**src/rtl/psr_pkg.sv**
```systemverilog
// Package: bit positions and shared types of the status register.
// Assumes the 8-bit layout {ind_hi, bank[1:0], to, pd, z, dc, c}.
package psr_pkg;
    localparam int STAT_W   = 8;
    localparam int FLAG_W   = 3;
    localparam int BANK_W   = 3;
    localparam int POS_C    = 0;
    localparam int POS_DC   = 1;
    localparam int POS_Z    = 2;
    localparam int POS_PD   = 3;
    localparam int POS_TO   = 4;
    localparam int POS_BANK = 5;

    typedef logic [FLAG_W-1:0] flag_vec_t;
    typedef logic [BANK_W-1:0] bank_vec_t;
endpackage

```
**src/rtl/psr_flag_slice.sv**
```systemverilog
// Flag slice: holds Z, DC, C. ALU results take priority over written data;
// any nonzero update mask blocks the data write to all three flags.
// Assumes upd_mask/alu_flags/wr_flags share the order {Z,DC,C}.
module psr_flag_slice
    import psr_pkg::*;
#(
    parameter flag_vec_t RST_VAL = '0
) (
    input  logic      clk,
    input  logic      rst_n,
    input  logic      wr_en,
    input  flag_vec_t wr_flags,
    input  flag_vec_t upd_mask,
    input  flag_vec_t alu_flags,
    output flag_vec_t flags_q
);
    logic data_ok;

    // Data reaches the flags only on a write that updates no flag.
    assign data_ok = wr_en && (upd_mask == '0);

    for (genvar i = 0; i < FLAG_W; i++) begin : g_flag
        // Per-flag register with ALU-over-data-over-hold priority.
        always_ff @(posedge clk) begin
            if (!rst_n)            flags_q[i] <= RST_VAL[i];
            else if (upd_mask[i])  flags_q[i] <= alu_flags[i];
            else if (data_ok)      flags_q[i] <= wr_flags[i];
        end

        a_r4_alu_loads_flag: assert property (@(posedge clk) disable iff (!rst_n)
            upd_mask[i] |=> flags_q[i] == $past(alu_flags[i]));

        a_r5_write_blocked: assert property (@(posedge clk) disable iff (!rst_n)
            (wr_en && (upd_mask != '0) && !upd_mask[i]) |=> $stable(flags_q[i]));
    end
endmodule

```
**src/rtl/psr_bank_slice.sv**
```systemverilog
// Bank slice: holds the indirect half select and the two direct bank bits.
// Loaded by any write; flag updates and events never touch it.
module psr_bank_slice
    import psr_pkg::*;
(
    input  logic      clk,
    input  logic      rst_n,
    input  logic      wr_en,
    input  bank_vec_t wr_bank,
    output bank_vec_t bank_q
);
    // Bank bits clear on reset and follow written data.
    always_ff @(posedge clk) begin
        if (!rst_n)     bank_q <= '0;
        else if (wr_en) bank_q <= wr_bank;
    end

    a_r2_bank_loads: assert property (@(posedge clk) disable iff (!rst_n)
        wr_en |=> bank_q == $past(wr_bank));

    a_r2_bank_holds: assert property (@(posedge clk) disable iff (!rst_n)
        !wr_en |=> $stable(bank_q));
endmodule

```
**src/rtl/psr_power_slice.sv**
```systemverilog
// Power slice: time-out and power-down bits. Changed only by events:
// time-out beats watchdog clear for TO, sleep beats watchdog clear for PD.
// Assumes each event is a single-cycle pulse from the control logic.
module psr_power_slice (
    input  logic clk,
    input  logic rst_n,
    input  logic ev_clrwdt,
    input  logic ev_sleep,
    input  logic ev_wdt_to,
    output logic to_q,
    output logic pd_q
);
    // TO: set on power-up, clear or sleep; cleared by time-out.
    always_ff @(posedge clk) begin
        if (!rst_n)                     to_q <= 1'b1;
        else if (ev_wdt_to)             to_q <= 1'b0;
        else if (ev_clrwdt || ev_sleep) to_q <= 1'b1;
    end

    // PD: set on power-up or clear; cleared by sleep.
    always_ff @(posedge clk) begin
        if (!rst_n)         pd_q <= 1'b1;
        else if (ev_sleep)  pd_q <= 1'b0;
        else if (ev_clrwdt) pd_q <= 1'b1;
    end

    a_r3_power_hold: assert property (@(posedge clk) disable iff (!rst_n)
        !(ev_clrwdt || ev_sleep || ev_wdt_to) |=> $stable({to_q, pd_q}));

    a_r6_clrwdt_sets: assert property (@(posedge clk) disable iff (!rst_n)
        (ev_clrwdt && !ev_sleep && !ev_wdt_to) |=> (to_q && pd_q));

    a_r7_sleep_state: assert property (@(posedge clk) disable iff (!rst_n)
        (ev_sleep && !ev_wdt_to) |=> (to_q && !pd_q));

    a_r8_timeout_clears: assert property (@(posedge clk) disable iff (!rst_n)
        ev_wdt_to |=> !to_q);

    a_r10_sleep_wins_pd: assert property (@(posedge clk) disable iff (!rst_n)
        (ev_sleep && ev_clrwdt) |=> !pd_q);
endmodule

```
**src/rtl/psr_status_reg.sv**
```systemverilog
// Status register top: splits the written byte among the bank, power and
// flag slices and reassembles the stored value. Assumes the decoder gives
// flag_upd = 0 for writes that must not touch flags.
module psr_status_reg
    import psr_pkg::*;
#(
    parameter logic [FLAG_W-1:0] FLAG_RST_VAL = 3'b000
) (
    input  logic              clk,
    input  logic              rst_n,
    input  logic              wr_en,
    input  logic [STAT_W-1:0] wr_data,
    input  logic [FLAG_W-1:0] flag_upd,
    input  logic [FLAG_W-1:0] alu_flags,
    input  logic              ev_clrwdt,
    input  logic              ev_sleep,
    input  logic              ev_wdt_to,
    output logic [STAT_W-1:0] stat_q,
    output logic [1:0]        bank_sel,
    output logic              ind_hi
);
    bank_vec_t bank_q;
    flag_vec_t flags_q;
    logic      to_q;
    logic      pd_q;

    psr_bank_slice u_bank (
        .clk     (clk),
        .rst_n   (rst_n),
        .wr_en   (wr_en),
        .wr_bank (wr_data[STAT_W-1:POS_BANK]),
        .bank_q  (bank_q)
    );

    psr_power_slice u_power (
        .clk       (clk),
        .rst_n     (rst_n),
        .ev_clrwdt (ev_clrwdt),
        .ev_sleep  (ev_sleep),
        .ev_wdt_to (ev_wdt_to),
        .to_q      (to_q),
        .pd_q      (pd_q)
    );

    psr_flag_slice #(.RST_VAL(FLAG_RST_VAL)) u_flags (
        .clk       (clk),
        .rst_n     (rst_n),
        .wr_en     (wr_en),
        .wr_flags  (wr_data[POS_Z:POS_C]),
        .upd_mask  (flag_upd),
        .alu_flags (alu_flags),
        .flags_q   (flags_q)
    );

    // Reassemble the byte and expose the address-select fields.
    always_comb begin
        stat_q   = {bank_q, to_q, pd_q, flags_q};
        bank_sel = bank_q[1:0];
        ind_hi   = bank_q[2];
    end

    a_r1_reset_value: assert property (@(posedge clk)
        !rst_n |=> stat_q == {3'b000, 2'b11, FLAG_RST_VAL});

    a_r3_power_ignores_write: assert property (@(posedge clk) disable iff (!rst_n)
        (wr_en && !ev_clrwdt && !ev_sleep && !ev_wdt_to) |=> $stable(stat_q[POS_TO:POS_PD]));
endmodule

```
**config.mk**
```make
export PLATFORM = sky130hd
export DESIGN_NAME = psr_status_reg
export DESIGN_NICKNAME = d
export VERILOG_FILES = /design/src/rtl/psr_pkg.sv /design/src/rtl/psr_flag_slice.sv /design/src/rtl/psr_bank_slice.sv /design/src/rtl/psr_power_slice.sv /design/src/rtl/psr_status_reg.sv
export SDC_FILE = /design/constraint.sdc
export NUM_CORES = 1
export LEC_CHECK = 0
export BUFFER_PORTS_ARGS = -buffer_cell sky130_fd_sc_hd__buf_2
export CAP_MARGIN = 15
export CORE_AREA = 2 2 39 41
export CTS_CLUSTER_DIAMETER = 50
export CTS_CLUSTER_SIZE = 30
export DETAILED_ROUTE_END_ITERATION = 6
export DIE_AREA = 0 0 41 43
export PLACE_DENSITY = 0.71
export SETUP_SLACK_MARGIN = 0.2
export SLEW_MARGIN = 10
export SYNTH_ARGS = -nofsm -noshare
export SYNTH_HDL_FRONTEND = slang
export SYNTH_HIERARCHICAL = 1
export SYNTH_SLANG_ARGS = --single-unit
```
**constraint.sdc**
```tcl
create_clock -name clk -period 1.3 [get_ports clk]
set_clock_uncertainty 0.15 [all_clocks]
set_input_delay 0.065 -clock clk [delete_from_list [all_inputs] [get_ports clk]]
set_output_delay 0.065 -clock clk [all_outputs]
set_load 0.02 [all_outputs]
```
== Word level (Yosys, flattened, before mapping) ==
Cells that the tools add are included.
Storage, ports and cells
  input bits: 20
  register bits: 8
  word-level logic and storage cells: 24
  output and inout port bits: 11
Operators by class
  reduce and logical (&&, ||, !) cells: 8
  muxes and demuxes: 10
Operators with widths (number)
  $mux 1: 10
  $reduce_bool 2->1: 5
  $logic_not 3->1: 1
  $logic_and 1x1->1: 1
  $logic_or 1x1->1: 1

== Depth between registers and ports, before layout ==
Gate-level depths: netlist of run 1.
  depth after elaboration: 4
  depth in mapped cells: 4
  mapped depth without buffers: 3

== Hierarchy ==
Netlist of run 1, hierarchy kept.
Modules (own cells, without submodules)
  psr_flag_slice: instances 1, cells an instance 17, sequential area each 60.1 um2, area an instance 146.4 um2
  psr_bank_slice: instances 1, cells an instance 9, sequential area each 60.1 um2, area an instance 108.9 um2
  psr_power_slice: instances 1, cells an instance 6, sequential area each 40.0 um2, area an instance 58.8 um2
  psr_status_reg: instances 1, cells an instance 5, sequential area each 0.0 um2, area an instance 37.5 um2

== Worst setup path before layout of run 1 ==
OpenSTA, ideal clock, no wires.
  path kind: input port to flip-flop
  start point: input flag_upd[1]
  end point: register u_flags.flags_q[0]
  slack: 0.119 ns
  required time: 1.031 ns
  arrival time: 0.911 ns
  path buffers: 1
  setup time: 0.119 ns
  stages: 4
  cells stage by stage: or4b_1 buf_2 mux2i_1 a21oi_1
Between the ends
  cells in the longest elaborated chain, start to end: 3
Ends and longest elaborated chain
  start: declaration: line psr_status_reg.sv:13  | input logic [FLAG_W-1:0] flag_upd,
  $logic_not 3->1: line psr_flag_slice.sv:20  | assign data_ok = wr_en && (upd_mask == '0);
  $logic_and 1x1->1: line psr_flag_slice.sv:20
  $reduce_bool 2->1 (no source line)
  end signal: indexed assignment: line psr_flag_slice.sv:25  | if (!rst_n) flags_q[i] <= RST_VAL[i];
  end signal: indexed assignment: line psr_flag_slice.sv:26  | else if (upd_mask[i]) flags_q[i] <= alu_flags[i];
  end signal: indexed assignment: line psr_flag_slice.sv:27  | else if (data_ok) flags_q[i] <= wr_flags[i];
  end: declaration: line psr_flag_slice.sv:15  | output flag_vec_t flags_q
Every way passes these cells.
A chain may end at the register's enable or synchronous reset.

== Worst setup path after layout of run 1 ==
  start point: input ev_sleep
  end point: register u_power.to_q
Between the ends
  cells in the longest elaborated chain, start to end: 2
Ends and longest elaborated chain
  start: declaration: line psr_status_reg.sv:16  | input logic ev_sleep,
  $logic_or 1x1->1: line psr_power_slice.sv:17  | else if (ev_clrwdt || ev_sleep) to_q <= 1'b1;
  $reduce_bool 2->1 (no source line)
  end signal: assignment: line psr_power_slice.sv:15  | if (!rst_n) to_q <= 1'b1;
  end signal: assignment: line psr_power_slice.sv:16  | else if (ev_wdt_to) to_q <= 1'b0;
  end signal: assignment: line psr_power_slice.sv:17
  end: declaration: line psr_power_slice.sv:10  | output logic to_q,
Every way passes these cells.

==> flow_summary.toml, run 1 <==
[outcome]
run_status = "complete, no violations"

[finish]
fillers = 135
fin_util_pct = 47.9
layout.cells.non_filler = 95
num_antenna_cells = 0
area_delta_synth_final_pct = 88.6
final_area_um2 = 663
drive_gt1_share_pct = 41.8
regArea_um2 = 160
fin_nets = 101
multi_input_area_um2 = 141

[route]
drc = 0
dr.first_iter.drc_count = 0
top_layer = "met3"
dr_wl_met2_um = 526
wl_met3_um = 58
vias = 400
firstDrtPassIters = 1
met1_length_um = 399
drt_wl_total_um = 984
drtAntennaViolNets = 0
viasPerCell = 4.21
wire_per_inst_um = 10.4

[run]
maxCapViolCount = 0

[setup_path]
end_kind = "flip-flop"
worstPathMaxFanout = 2
worst-setup-path-type = "in -> reg"
rrSetupSlack_ps = 460
cp.arrival_ps = 990
required_ps = 1290
start_kind = "primary input"

[logic_synthesis]
ys.flop_type = "dfxtp_1"
yosysWarningCount = 6
syn_nets = 57
synthMostInstantiatedCell = "dfxtp_1"
synthArstFlopShare_pct = 0
seq_area_frac_synth_pct = 45.6
yosys.area.top_type = "dfxtp_1"
yosysTopAreaCellShare_pct = 45.6
synth.distinct_cells = 12
ys_top_cells_by_area = "dfxtp_1 46%, mux2i_1 17%, buf_4 11%, o21ai_0 5.7%, nor2b_1 5.3%"
synth_seq_cells = 8
synth.avg_cell_area_um2 = 9.50
synth_edf_count = 0
synthCells = 37
synth_common_cells = "8 x dfxtp_1, 6 x mux2i_1, 5 x buf_4"
syn-cell-area_um2 = 352

[cts]
cts_buffer_depth = 2
numCtsBuffers = 3
clk_pin_slew_ps = 60
cts_sinks = 8
postCtsSetupRepairBufs = 0
ctsHtreeMaxLevel = 1
worstSkewPairLatency_ps = 250
cts.root.buffer_cell = "clkbuf_4"
cts_tree = "yes"

[sta]
post-route-min-period_ps = 1000
rsz0062_at_grt = "false"
whs_ps = 75.4
finalWorstSetupSlack_ps = 297
fin_crit_sh_pct = 77.1
max_freq_ghz = 0.997
fin_setup_tns_ps = 0
relSlewSlack_pct = 87.7
hold_violations = 0
report.final.slew_viol_count = 0
setup_viol = 0
worstMarginPinSlew_ps = 183

[power]
power_density_nw_per_um2 = 923
p_leak_nw = 0.353
ir_worst_vdd_uv = 417
power.total_uw = 612

[place]
postPlaceCellArea_um2 = 477
io_buffers = 28
dp_slack_ps = -46.1
dp_cells = 76
place_congestion = 0.583
post-dp-hpwl_um = 619

[global_route]
grt_max_degree = 9
antenna_found_initial = 0
globalRouteTotalUtil_pct = 13.0
grt_pass1_wl_um = 1500
grt_pass1_vias = 396
overflow = 0

[floorplan]
die_w_um = 41
die_area_um2 = 1760
ios = 31
core_um2 = 1380
rows = 14
fp.dieH_um = 43
start_util_pct = 25.4

[worst_hold_path]
hold_path.class = "in -> reg"
cell usage in the layout (no fill, tap or decap), drive strengths merged, types with 3 or more instances in the layout:
cell type / instances
buf: 29
dlygate4sd3: 16
dfxtp: 8
mux2i: 6
o21ai: 5
clkbuf: 3
nor2b: 3
inv: 3
a21oi: 3
what timing repair did:
action / in CTS / in global routing
hold endpoints to repair: 8 / 0
gates resized for setup: 0 / 1
hold buffers: 16 / 0
setup endpoints to repair: 0 / 1
final timing paths:
check	cells after the start	endpoint	startpoint
min reg2reg	2	u_power/to_q	u_power/to_q
max reg2reg	2	u_power/to_q	u_power/to_q
max	4	u_power/to_q	ev_sleep
min	4	u_bank/bank_q[2]	wr_en
sequential cells by signal (all words and copies together), names as in the netlist:
register,flops
u_bank/bank_q,3
u_flags/flags_q,3
u_power/pd_q,1
u_power/to_q,1
logic make-up after synthesis:
logic type             synth area share [%]
AOI/OAI and AO/OA                      11.4
buffers and inverters                  15.3
DFF                                    45.6
muxes                                  17.1
and+or+nand+nor                        10.7
worst max-delay path, stage by stage:
cell           delay (ps)
dlygate4sd3_1         540
buf_2                 130
nor3_1                190
o21ai_1                70
metal layers:
| layer | vias to the layer above | global-route usage [%] |
|---|---|---|
| met1 | 178 | 13.6 |
| li1 | 204 | - |
| met5 | - | 0 |
| met3 | 0 | 3.14 |
| met2 | 18 | 22.5 |
| met4 | 0 | 6.00 |
layout make-up:
| cell class | count | share of cell area (%) |
|---|---|---|
| sequential | 8 | 24.2 |
| clock buffer | 3 | 3.40 |
| tap | 16 | 3.02 |
| multi-input combinational | 20 | 21.3 |
| inverter | 3 | 1.70 |
| timing repair buffer | 45 | 46.4 |
where the power goes:
group          leakage, nW  internal [mW]  total (mW)  switching, mW
Clock               0.0138          0.106       0.195         0.0887
Sequential          0.0665          0.261       0.269        0.00761
Combinational        0.273         0.0823       0.148         0.0661
Total                0.353          0.450       0.612          0.162
Power figures use the tool's default switching activity.
==> run 2, diff against run 1 <==
--- a/config.mk
+++ b/config.mk
@@ -12,7 +12,7 @@
 export CTS_CLUSTER_SIZE = 30
 export DETAILED_ROUTE_END_ITERATION = 6
 export DIE_AREA = 0 0 41 43
-export PLACE_DENSITY = 0.71
+export PLACE_DENSITY = 0.73
 export SETUP_SLACK_MARGIN = 0.2
 export SLEW_MARGIN = 10
 export SYNTH_ARGS = -nofsm -noshare
==> constraint.sdc (replaced) <==
create_clock -name clk -period 0.8 [get_ports clk]
set_clock_uncertainty 0.15 [all_clocks]
set_input_delay 0.04 -clock clk [delete_from_list [all_inputs] [get_ports clk]]
set_output_delay 0.04 -clock clk [all_outputs]
set_load 0.02 [all_outputs]
==> run 2 against run 1 <==
  * The flow now finishes with violations (hold timing, setup timing)
  * Die area is the same
  * Global-route usage down 1.4 points
  * Clock-buffer cell count is 1 higher
  * Largest power group unchanged
==> flow_summary.toml, run 2 (same netlist as run 1, synthesis figures left out) <==
[route]
firstDrtPassIters = 1
dr.first_iter.drc_count = 0
drtAntennaViolNets = 0
drt_wl_total_um = 904
viasPerCell = 4.23
vias = 351
drc = 0
wire_per_inst_um = 10.9

[floorplan]
die_area_um2 = 1760
fp.dieH_um = 43
die_w_um = 41
core_um2 = 1380
ios = 31
rows = 14
start_util_pct = 25.4

[power]
ir_worst_vdd_uv = 754
p_seq_share_pct = 43.4
clkPwrFrac_pct = 32.3
p_int_uw = 761
p_sw_uw = 269
p_leak_nw = 0.332
power.total_mw = 1.03
p_comb_share_pct = 24.2
switching_share_pct = 26.1
power_density_nw_per_um2 = 1590

[global_route]
grt_pass1_vias = 349
antenna_found_initial = 0
overflow = 0
grt_max_degree = 9
globalRouteTotalUtil_pct = 11.6
grt_pass1_wl_um = 1300

[place]
io_buffers = 28
postPlaceCellArea_um2 = 503
dp_cells = 77
post-dp-hpwl_um = 632
place_congestion = 0.574
dp_slack_ps = -505

[cts]
cts_sinks = 8
clk_pin_slew_ps = 60
cts_buffer_depth = 2
numCtsBuffers = 3
worstSkewPairLatency_ps = 250
cts.root.buffer_cell = "clkbuf_4"
cts_tree = "yes"
ctsHtreeMaxLevel = 1

[finish]
area_delta_synth_final_pct = 84.7
layout_common_cells = "15 x buf_6, 14 x buf_2, 6 x mux2i_1, 5 x dfxtp_2"
fillers = 142
drive_gt1_share_pct = 67.2
final_area_um2 = 649
reg_top3 = "u_bank/bank_q x3, u_flags/flags_q x3"
num_antenna_cells = 0
fin_nets = 88
layout.cells.non_filler = 83
final_common_cell = "buf_6"

[setup_path]
end_kind = "flip-flop"
worstPathMaxFanout = 3
start_kind = "primary input"
cp.arrival_ps = 950
required_ps = 790
worst-setup-path-type = "in -> reg"

[sta]
rsz0062_at_grt = "true"
worstMarginPinSlew_ps = 124
max_freq_ghz = 1.05
setup_viol = 15
relSlewSlack_pct = 91.5
whs_ps = -191
report.final.slew_viol_count = 0
fin_crit_sh_pct = 119
post-route-min-period_ps = 954
hold_violations = 8
finalWorstSetupSlack_ps = -154

[outcome]
violations = "hold timing, setup timing"
run_status = "finished, violations left"

[run]
maxCapViolCount = 0

[worst_hold_path]
hold_path.class = "in -> reg"
[run 2: cell count changes in the layout (fill, tap and decap cells not counted), moves of 2 or more]
cell           previous run  this run
dfxtp_4                   0         3
dlygate4sd3_1            16         0
dfxtp_1                   8         0
dfxtp_2                   0         5
buf_6                     0        15
buf_2                    28        14
buf_4                     1         3
[run 2: layout make-up]
type                       count  area (um2)  area share [%]
timing repair buffer          32         262            40.3
multi-input combinational     20         153            23.5
tap                           16        20.0            3.08
sequential                     8         178            27.4
inverter                       3        11.3            1.73
clock buffer                   4        26.3            4.05
[run 2: power groups by stage]
stage	Clock [mW]	Combinational, mW	Sequential [mW]
final	0.333	0.250	0.447
after global routing	0.378	0.269	0.451
after CTS	0.361	0.240	0.447
after detailed placement	0	0.186	0.444
after global placement	0	0.182	0.445
after floorplan	0	0.0938	0.473
[run 2: through the flow]
stage          utilization (%)  setup TNS, ps  hold slack [ps]
6_report                  46.9          -1640             -191
5_1_grt                   46.9          -2140             -199
4_1_cts                   45.5          -1800             -205
3_5_place_dp              36.3          -1490             57.9
3_3_place_gp              36.3          -1410             57.9
2_1_floorplan                -          -1060            -31.5
[run 2: path summary, 6_finish.rpt]
kind	from	end	slack (ps)	cells past startpoint
max reg2reg	u_power/to_q	u_power/to_q	-50	3
min	ev_wdt_to	u_power/to_q	-190	2
min reg2reg	u_power/pd_q	u_power/pd_q	350	2
max	flag_upd[1]	u_flags/flags_q[1]	-150	4
[run 2: timing repair]
action                                 CTS  global route
setup endpoints to repair               19            19
endpoints found under the hold margin    8             8
buffers inserted                         2             0
resized for setup                       27             4
pin swaps                                5             3
[run 2: worst max-delay path, cell delays in order]
cell     delay (ps)
buf_6            90
or4b_4          570
mux2i_1         170
a21oi_1          70
[run 2: per-layer routing]
| layer | up-vias | GRT usage, % | wire length [um] |
|---|---|---|---|
| met2 | 21 | 19.1 | 455 |
| met4 | 0 | 8.00 | 0 |
| met5 | - | 0 | 0 |
| met3 | 0 | 3.66 | 84 |
| met1 | 151 | 11.3 | 364 |
| li1 | 179 | - | - |
==> run 3, diff against run 2 <==
--- a/config.mk
+++ b/config.mk
@@ -13,6 +13,7 @@
 export DETAILED_ROUTE_END_ITERATION = 6
 export DIE_AREA = 0 0 41 43
 export PLACE_DENSITY = 0.73
+export RECOVER_POWER = 50
 export SETUP_SLACK_MARGIN = 0.2
 export SLEW_MARGIN = 10
 export SYNTH_ARGS = -nofsm -noshare
==> run 3 against run 2 <==
  * The flow still finishes with violations (hold timing, setup timing)
  * Sequential share of layout area shrank 0.14 points
  * Register-to-register slack barely moved
  * Highest routed layer unchanged
  * Critical path depth unchanged
  * Critical endpoint unchanged
  * Total power about the same
==> flow_summary.toml, run 3 (same netlist as run 1, synthesis figures left out) <==
[outcome]
run_status = "finished, violations left"
violations = "hold timing, setup timing"

[setup_path]
path_cells = "buf_6 -> or4b_4 -> mux2i_1 -> a21oi_1"
start_kind = "primary input"
rrSetupSlack_ps = -50
required_ps = 790
cp.arrival_ps = 950
cpMaxStageDelayCell = "or4b_4"
worst-setup-path-type = "in -> reg"
worstPathMaxFanout = 3
end_kind = "flip-flop"
cpPeakStageDelay_ps = 570

[finish]
final_common_cell = "buf_6"
reg_top3 = "u_bank/bank_q x3, u_flags/flags_q x3"
fin_util_pct = 46.8
layout.cells.non_filler = 83
drive_gt1_share_pct = 65.7
final_area_um2 = 648
fin_nets = 88
num_antenna_cells = 0
area_delta_synth_final_pct = 84.3
layout_common_cells = "15 x buf_6, 14 x buf_2, 6 x mux2i_1, 4 x dfxtp_2"

[sta]
rsz0062_at_grt = "true"
report.final.slew_viol_count = 0
whs_ps = -191
finalWorstSetupSlack_ps = -154
setup_viol = 15
hold_violations = 8
fin_setup_tns_ps = -1670
fin_crit_sh_pct = 119
post-route-min-period_ps = 954
relSlewSlack_pct = 91.5
max_freq_ghz = 1.05
worstMarginPinSlew_ps = 124

[floorplan]
fp.dieH_um = 43
die_area_um2 = 1760
start_util_pct = 25.4
core_um2 = 1380
die_w_um = 41
rows = 14
ios = 31

[cts]
numCtsBuffers = 3
cts_tree = "yes"
cts_buffer_depth = 2
ctsHtreeMaxLevel = 1
worstSkewPairLatency_ps = 250
cts.root.buffer_cell = "clkbuf_4"
cts_sinks = 8
clk_pin_slew_ps = 60

[power]
power_density_nw_per_um2 = 1590
ir_worst_vdd_uv = 753
power.total_mw = 1.03
p_leak_nw = 0.332

[global_route]
met1_usage_pct = 11.3
antenna_found_initial = 0
top_usage_layer = "met2"
met3_usage_pct = 3.66
grt_max_degree = 9
globalRouteTotalUtil_pct = 11.6
use_met2_pct = 19.1
grt_pass1_wl_um = 1300
grt_pass1_vias = 349
overflow = 0

[route]
wire_per_inst_um = 10.9
viasPerCell = 4.23
dr.first_iter.drc_count = 0
firstDrtPassIters = 1
drtAntennaViolNets = 0
drt_wl_total_um = 904
vias = 351
drc = 0

[run]
maxCapViolCount = 0

[place]
dp_cells = 77
post-dp-hpwl_um = 632
io_buffers = 28
place_congestion = 0.574
dp_slack_ps = -505
postPlaceCellArea_um2 = 503

[worst_hold_path]
hold_path.class = "in -> reg"
## run 3: cell types whose count changed in the layout (fill, tap and decap cells not counted)
cell | before | now
dfxtp_2 | 5 | 4
dfxtp_1 | 0 | 1
## run 3: timing repair
| action | 4_1_cts | 5_1_grt |
|---|---|---|
| setup buffers | 2 | 0 |
| pin swaps | 5 | 3 |
| gates resized for setup | 27 | 4 |
| hold endpoints to repair | 8 | 8 |
| setup endpoints to repair | 19 | 19 |
## run 3: final cells by class
class	count	area, um2
clock buffers	4	26.3
fillers	143	736
inverters	3	11.3
multi-input cells	20	153
flip-flops and latches	8	176
well taps	16	20.0
repair buffers	32	262
## run 3: power breakdown
part | internal [mW] | switching (mW) | leakage (nW)
clock | 0.191 | 0.142 | 0.0150
combinational | 0.144 | 0.105 | 0.248
sequential | 0.425 | 0.0217 | 0.0691
## run 3: critical path, delay by kind of cell
kind	cells	cell delay, ps
AND/OR/NAND/NOR	1	570
buffers and inverters	1	90
multiplexers	1	170
AO/OA/AOI/OAI	1	70
## run 3: per-layer routing
| layer | routed length, um | part of all wire [%] |
|---|---|---|
| met1 | 364 | 40 |
| met2 | 455 | 50 |
| met3 | 84 | 9.3 |
| met4 | 0 | 0 |
| met5 | 0 | 0 |
## run 3: final timing paths
kind / endpoint / from / depth (start not counted)
hold / removal: u_power/to_q / ev_wdt_to / 2
setup reg to reg: u_power/to_q / u_power/to_q / 3
hold reg to reg: u_power/pd_q / u_power/pd_q / 2
setup / recovery: u_flags/flags_q[1] / flag_upd[1] / 4
